### src/rtl/rstcause_pkg.sv
package rstcause_pkg;

  localparam int NUM_SRC = 7;
  localparam int REG_W   = 8;

  // Index order is the capture priority (lower index wins)
  localparam int SRC_VMON  = 0;
  localparam int SRC_PIN   = 1;
  localparam int SRC_WDT   = 2;
  localparam int SRC_MCD   = 3;
  localparam int SRC_CMP   = 4;
  localparam int SRC_FLASH = 5;
  localparam int SRC_SW    = 6;

  // Register bit positions shared by read and write views
  localparam int BIT_PIN   = 0;
  localparam int BIT_VMON  = 1;
  localparam int BIT_MCD   = 2;
  localparam int BIT_WDT   = 3;
  localparam int BIT_SW    = 4;
  localparam int BIT_CMP   = 5;
  localparam int BIT_FLASH = 6;
  localparam int BIT_FIXED = 7;

  typedef logic [NUM_SRC-1:0] src_vec_t;

  function automatic logic [REG_W-1:0] flags_to_reg(src_vec_t f);
    logic [REG_W-1:0] r;
    r            = '0;
    r[BIT_FIXED] = 1'b1;
    r[BIT_FLASH] = f[SRC_FLASH];
    r[BIT_CMP]   = f[SRC_CMP];
    r[BIT_SW]    = f[SRC_SW];
    r[BIT_WDT]   = f[SRC_WDT];
    r[BIT_MCD]   = f[SRC_MCD];
    r[BIT_VMON]  = f[SRC_VMON];
    r[BIT_PIN]   = f[SRC_PIN];
    return r;
  endfunction

endpackage

### src/rtl/rstcause_arbiter.sv
module rstcause_arbiter #(
  parameter int N = 7
) (
  input  logic [N-1:0] req_i,
  output logic [N-1:0] grant_o,
  output logic         any_o
);
  logic taken;

  always_comb begin
    grant_o = '0;
    taken   = 1'b0;
    for (int i = 0; i < N; i++) begin
      if (req_i[i] && !taken) begin
        grant_o[i] = 1'b1;
        taken      = 1'b1;
      end
    end
  end

  assign any_o = |req_i;
endmodule

### src/rtl/rstcause_pulse.sv
module rstcause_pulse #(
  parameter int PULSE_CYCLES = 16
) (
  input  logic clk,
  input  logic rst_i,
  input  logic start_i,
  output logic busy_o
);
  localparam int CNT_W = (PULSE_CYCLES > 1) ? $clog2(PULSE_CYCLES) : 1;
  localparam logic [CNT_W-1:0] LOAD = CNT_W'(PULSE_CYCLES - 1);

  logic [CNT_W-1:0] cnt_q;

  always_ff @(posedge clk) begin
    if (rst_i) begin
      busy_o <= 1'b1;
      cnt_q  <= LOAD;
    end else if (busy_o) begin
      if (cnt_q == '0) busy_o <= 1'b0;
      else             cnt_q  <= cnt_q - 1'b1;
    end else if (start_i) begin
      busy_o <= 1'b1;
      cnt_q  <= LOAD;
    end
  end
endmodule

### src/rtl/rstcause_regs.sv
module rstcause_regs
  import rstcause_pkg::*;
(
  input  logic             clk,
  input  logic             rst_i,
  input  logic             start_i,
  input  src_vec_t         grant_i,
  input  logic             wr_en_i,
  input  logic             wr_vmon_en_i,
  input  logic             wr_mcd_en_i,
  input  logic             wr_cmp_en_i,
  input  logic             rd_i,
  output src_vec_t         flags_o,
  output logic             vmon_en_o,
  output logic             mcd_en_o,
  output logic             cmp_en_o,
  output logic [REG_W-1:0] rdata_o
);
  localparam src_vec_t POR_FLAGS = src_vec_t'(1) << SRC_VMON;

  logic supply_reset;
  assign supply_reset = start_i && grant_i[SRC_VMON];

  always_ff @(posedge clk) begin
    if (rst_i) begin
      flags_o <= POR_FLAGS;
    end else if (start_i) begin
      flags_o <= grant_i;
    end
  end

  always_ff @(posedge clk) begin
    if (rst_i || supply_reset) begin
      vmon_en_o <= 1'b1;
      mcd_en_o  <= 1'b0;
      cmp_en_o  <= 1'b0;
    end else if (wr_en_i) begin
      vmon_en_o <= wr_vmon_en_i;
      mcd_en_o  <= wr_mcd_en_i;
      cmp_en_o  <= wr_cmp_en_i;
    end
  end

  always_ff @(posedge clk) begin
    if (rst_i)     rdata_o <= '0;
    else if (rd_i) rdata_o <= flags_to_reg(flags_o);
    else           rdata_o <= '0;
  end
endmodule

### src/rtl/rstcause_ctrl.sv
module rstcause_ctrl
  import rstcause_pkg::*;
#(
  parameter int               PULSE_CYCLES = 16,
  parameter int               ADDR_W       = 8,
  parameter logic [ADDR_W-1:0] REG_ADDR    = ADDR_W'(8'hEF)
) (
  input  logic              clk,
  input  logic              rst_i,
  input  logic              vmon_req_i,
  input  logic              pin_req_i,
  input  logic              wdt_req_i,
  input  logic              mcd_req_i,
  input  logic              cmp_trip_n_i,
  input  logic              flash_err_i,
  input  logic [ADDR_W-1:0] bus_addr_i,
  input  logic              bus_wr_i,
  input  logic              bus_rd_i,
  input  logic [REG_W-1:0]  bus_wdata_i,
  output logic [REG_W-1:0]  bus_rdata_o,
  output logic              sys_rst_o,
  output logic              vmon_en_o,
  output logic              mcd_en_o,
  output logic              cmp_en_o
);
  logic     wr_hit, rd_hit, accept, req_any, start;
  src_vec_t req_vec, grant;
  src_vec_t flags_q;
  logic     busy;
  logic     unused_wdata;

  assign wr_hit = bus_wr_i && (bus_addr_i == REG_ADDR);
  assign rd_hit = bus_rd_i && (bus_addr_i == REG_ADDR);
  assign accept = !rst_i && !busy;

  always_comb begin
    req_vec            = '0;
    req_vec[SRC_VMON]  = vmon_req_i && vmon_en_o;
    req_vec[SRC_PIN]   = pin_req_i;
    req_vec[SRC_WDT]   = wdt_req_i;
    req_vec[SRC_MCD]   = mcd_req_i && mcd_en_o;
    req_vec[SRC_CMP]   = !cmp_trip_n_i && cmp_en_o;
    req_vec[SRC_FLASH] = flash_err_i;
    req_vec[SRC_SW]    = wr_hit && bus_wdata_i[BIT_SW];
  end

  rstcause_arbiter #(.N(NUM_SRC)) u_arb (
    .req_i   (req_vec),
    .grant_o (grant),
    .any_o   (req_any)
  );

  assign start = accept && req_any;

  rstcause_pulse #(.PULSE_CYCLES(PULSE_CYCLES)) u_pulse (
    .clk     (clk),
    .rst_i   (rst_i),
    .start_i (start),
    .busy_o  (busy)
  );

  rstcause_regs u_regs (
    .clk          (clk),
    .rst_i        (rst_i),
    .start_i      (start),
    .grant_i      (grant),
    .wr_en_i      (wr_hit && accept),
    .wr_vmon_en_i (bus_wdata_i[BIT_VMON]),
    .wr_mcd_en_i  (bus_wdata_i[BIT_MCD]),
    .wr_cmp_en_i  (bus_wdata_i[BIT_CMP]),
    .rd_i         (rd_hit),
    .flags_o      (flags_q),
    .vmon_en_o    (vmon_en_o),
    .mcd_en_o     (mcd_en_o),
    .cmp_en_o     (cmp_en_o),
    .rdata_o      (bus_rdata_o)
  );

  assign sys_rst_o    = busy;
  assign unused_wdata = ^{bus_wdata_i[BIT_FIXED], bus_wdata_i[BIT_FLASH],
                          bus_wdata_i[BIT_WDT], bus_wdata_i[BIT_PIN]};
endmodule

### config.mk
export PLATFORM = sky130hd
export DESIGN_NAME = rstcause_ctrl
export DESIGN_NICKNAME = d
export VERILOG_FILES = /design/src/rtl/rstcause_pkg.sv /design/src/rtl/rstcause_arbiter.sv /design/src/rtl/rstcause_pulse.sv /design/src/rtl/rstcause_regs.sv /design/src/rtl/rstcause_ctrl.sv
export SDC_FILE = /design/constraint.sdc
export NUM_CORES = 1
export LEC_CHECK = 0
export BUFFER_PORTS_ARGS = -buffer_cell sky130_fd_sc_hd__buf_2
export CAP_MARGIN = 20
export CORE_MARGIN = 2
export CORE_UTILIZATION = 45
export CTS_CLUSTER_DIAMETER = 150
export CTS_CLUSTER_SIZE = 12
export DETAILED_ROUTE_END_ITERATION = 10
export MAX_ROUTING_LAYER = met4
export PLACE_DENSITY = 0.74
export SYNTH_ARGS = -nofsm -noshare
export SYNTH_HDL_FRONTEND = slang
export SYNTH_HIERARCHICAL = 1
export SYNTH_SLANG_ARGS = --single-unit
export TNS_END_PERCENT = 20
### constraint.sdc
create_clock -name clk -period 2.5 [get_ports clk]
set_input_delay 0.375 -clock clk [delete_from_list [all_inputs] [get_ports clk]]
set_output_delay 0.375 -clock clk [all_outputs]
set_load 0.02 [all_outputs]
==> impl_metrics.py <==
metrics = {
    "worst_setup_path": {
        "r2r_start": "u_regs/vmon_en_o$_SDFFE_PP1P_",
        "worst_setup_path_start_kind": "register",
        "cp.arrival_ns": 2.54,
        "cp-startpoint": "u_regs/vmon_en_o$_SDFFE_PP1P_",
        "r2r-end": "u_pulse/cnt_q[1]$_SDFFE_PP1P_",
        "critPathKind": "register to register",
        "critPathCapture": "u_pulse/cnt_q[1]$_SDFFE_PP1P_",
        "worstPathRequired_ns": 2.71,
        "r2r_cells": 7,
        "r2r_slack_ns": 0.17,
        "critPathMaxFanout": 8,
        "cp-end-kind": "register",
    },
    "synth": {
        "synth_edf_count": 0,
        "syn-cell-area_um2": 991,
        "syn_avg_cell_area_um2": 9.91,
        "syn-num-nets": 128,
        "synthArstFlopShare": 0,
        "synth_top_flop_cell": "dfxtp_1",
        "ys_warn_count": 6,
        "ys_seq_area_frac": 0.465,
        "ys_ff_latch": 23,
        "synth_cell_types": 31,
        "synth_cells": 100,
    },
    "floorplanning": {
        "io_pins": 38,
        "fp.dieH_um": 50.9,
        "rows": 16,
        "coreArea_um2": 2020,
        "dieArea_um2": 2590,
        "start_util": 0.490,
        "die_w_um": 50.9,
    },
    "job": {
        "cap_viol_max_count": 0,
    },
    "clocking": {
        "cts_tree": "yes",
        "cts_setup_buffers": 0,
        "clock_sinks": 23,
        "clock_path_buffers": 2,
        "cts_resized": 0,
        "cts-htree-levels": 1,
        "clk_latency_ns": 0.30,
        "clockRootBuffer": "clkbuf_4",
        "clk_pin_slew_ns": 0.12,
        "cts_hold_buf": 0,
        "cts_buffers": 3,
    },
    "timing": {
        "rsz0062_at_grt": "no",
        "final.min_clock_period_ns": 2.33,
        "hold_ws_ns": 0.288,
        "fmaxAchievable_mhz": 430,
        "finalSetupTns_ns": 0,
        "slew_headroom": 0.697,
        "final_max_slew_viol_count": 0,
        "tightest_slew_ns": 0.454,
        "finalCritPeriodShare": 0.930,
        "setup_ws_ns": 0.175,
        "hold_viol": 0,
        "finalSetupViolCount": 0,
        "fin_skew_ns": 0.00281,
    },
    "drt": {
        "wire_per_inst_um": 11.2,
        "via_per_inst": 4.93,
        "num_vias": 803,
        "drtIter0Drc": 6,
        "firstDrtPassIters": 4,
        "drt_drc_violations_left": 0,
        "routed_wl_mm": 1.82,
        "ant_nets": 0,
    },
    "power": {
        "irDropWorstVdd_mv": 0.411,
        "power.density_nw_per_um2": 485,
        "switching_share": 0.220,
        "pwr-share-seq": 0.641,
        "power_frac_comb": 0.077,
        "intPower_mw": 0.454,
        "finalPower_mw": 0.583,
        "power_switching_mw": 0.128,
        "p_clk_frac": 0.282,
        "p_leak_nw": 0.535,
    },
    "global_routing": {
        "grt.total_usage": 0.157,
        "gr-total-overflow": 0,
        "first_global_vias": 739,
        "grt_start_max_net_pins": 15,
        "grt_pass1_wl_mm": 3.09,
        "antenna_found_initial": 0,
    },
    "place": {
        "post-place-ws_ns": 0.0301,
        "numPortBuffers": 33,
        "dpl_cell_area_um2": 1170,
        "place.gp.congestion": 0.762,
        "hpwl_mm": 1.41,
    },
    "finish": {
        "synthToLayoutAreaGrowth_pct": 21.3,
        "antennaDiodeCount": 0,
        "fillers": 187,
        "final_cell_area_um2": 1200,
        "layout-drive-gt1-share": 0.324,
        "multi_input_area_um2": 474,
        "fin_nets": 165,
        "regArea_um2": 460,
    },
    "outcome": {
        "status": "finished, final reports clean",
    },
    "min_path": {
        "min_path_cells": 3,
        "hp-class": "primary input to register",
    },
}
[layout by cell type, fill, tap and decap left out, drive strengths merged, types with 2 or more instances in the layout]
cell,netlist,final
nor4b,2,2
nor3,3,3
or3,2,2
o21ai,4,4
nor3b,3,3
clkbuf,0,3
nor2,10,10
a21o,2,2
a21oi,2,2
mux2i,9,9
or4,3,3
ha,2,2
nand3,2,2
buf,3,35
and2,9,9
nor2b,3,3
dfxtp,23,23
nand2,2,2
inv,7,7
nand3b,2,2
[power by group through the flow]
stage	clock network (mW)	registers [mW]	logic (mW)
after global placement	0	0.381	0.0433
after floorplan	0	0.381	0.0244
after global routing	0.183	0.374	0.0517
final	0.164	0.373	0.0450
after CTS	0.173	0.373	0.0448
after detailed placement	0	0.382	0.0448
[layout make-up]
class / count / area share
Clock buffer: 3 / 0.0187
Clock inverter: 1 / 0.00416
Inverter: 7 / 0.0219
Multi-Input combinational cell: 67 / 0.394
Sequential cell: 23 / 0.383
Tap cell: 27 / 0.0281
Timing Repair Buffer: 35 / 0.150
[stage by stage]
stage                     utilization  cells
after CTS                       0.595    163
after detailed placement        0.581    159
after global placement          0.581    159
final                           0.595    163
after floorplan                     -    100
after global routing            0.595    163
[flip-flops by register name, indices dropped and copies added, names as in the netlist]
signal / flops
u_pulse/busy_o: 1
u_pulse/cnt_q: 4
u_regs/cmp_en_o: 1
u_regs/flags_o: 7
u_regs/mcd_en_o: 1
u_regs/rdata_o: 8
u_regs/vmon_en_o: 1
[kinds of logic (layout without fill, tap and decap cells)]
logic type,Yosys count,after routing,synth area share
compound gates,10,10,0.0606
fa+ha+maj,2,2,0.0252
simple gates,46,46,0.302
buf+inv,10,46,0.0568
flops,23,23,0.465
mux,9,9,0.0909
[cell usage after synthesis (2+ instances only)]
cell type / n / area [um^2]
nor2_1: 10 / 37.5
nand3b_1: 2 / 15.0
a21o_1: 2 / 15.0
mux2i_1: 9 / 90.1
inv_1: 7 / 26.3
nand2_1: 2 / 7.51
nor2b_1: 2 / 12.5
nand3_1: 2 / 10.0
a21oi_1: 2 / 10.0
dfxtp_1: 23 / 460
or4_1: 2 / 15.0
o21ai_0: 4 / 20.0
and2_1: 9 / 56.3
nor3_1: 2 / 10.0
ha_1: 2 / 25.0
nor4b_1: 2 / 17.5
nor3b_1: 3 / 22.5
buf_6: 2 / 22.5
[layer usage]
metal / track usage / share of wire / wire [um] / up-vias
li1: - / - / - / 419
met1: 0.181 / 0.46 / 845 / 349
met2: 0.279 / 0.45 / 820 / 33
met3: 0.0468 / 0.080 / 145 / 2
met4: 0.0135 / 0.0039 / 7 / 0
met5: - / 0 / 0 / -
[critical path: stages (launching register included)]
cell	delay, ns
dfxtp_1	0.34
and2_1	0.15
or4_4	0.50
or4_1	0.40
nor3b_1	0.19
nor2_1	0.34
o21ai_0	0.14
a21o_1	0.17
[worst min path at each step]
| stage | from | endpoint | slack [ns] |
|---|---|---|---|
| 3_5_place_dp | u_regs/flags_o[1]$_SDFFE_PP0P_ | u_regs/rdata_o[0]$_SDFF_PP0_ | 0.44 |
| 4_1_cts | bus_wdata_i[1] | u_regs/vmon_en_o$_SDFFE_PP1P_ | 0.28 |
| 5_1_grt | bus_wdata_i[1] | u_regs/vmon_en_o$_SDFFE_PP1P_ | 0.30 |
| 6_report | bus_wdata_i[1] | u_regs/vmon_en_o$_SDFFE_PP1P_ | 0.29 |
| 3_3_place_gp | u_regs/flags_o[3]$_SDFFE_PP0P_ | u_regs/rdata_o[2]$_SDFF_PP0_ | 0.44 |
| 2_1_floorplan | u_regs/flags_o[0]$_SDFFE_PP1P_ | u_regs/flags_o[0]$_SDFFE_PP1P_ | 0.43 |
No activity file was read; power rests on OpenSTA's default activity.
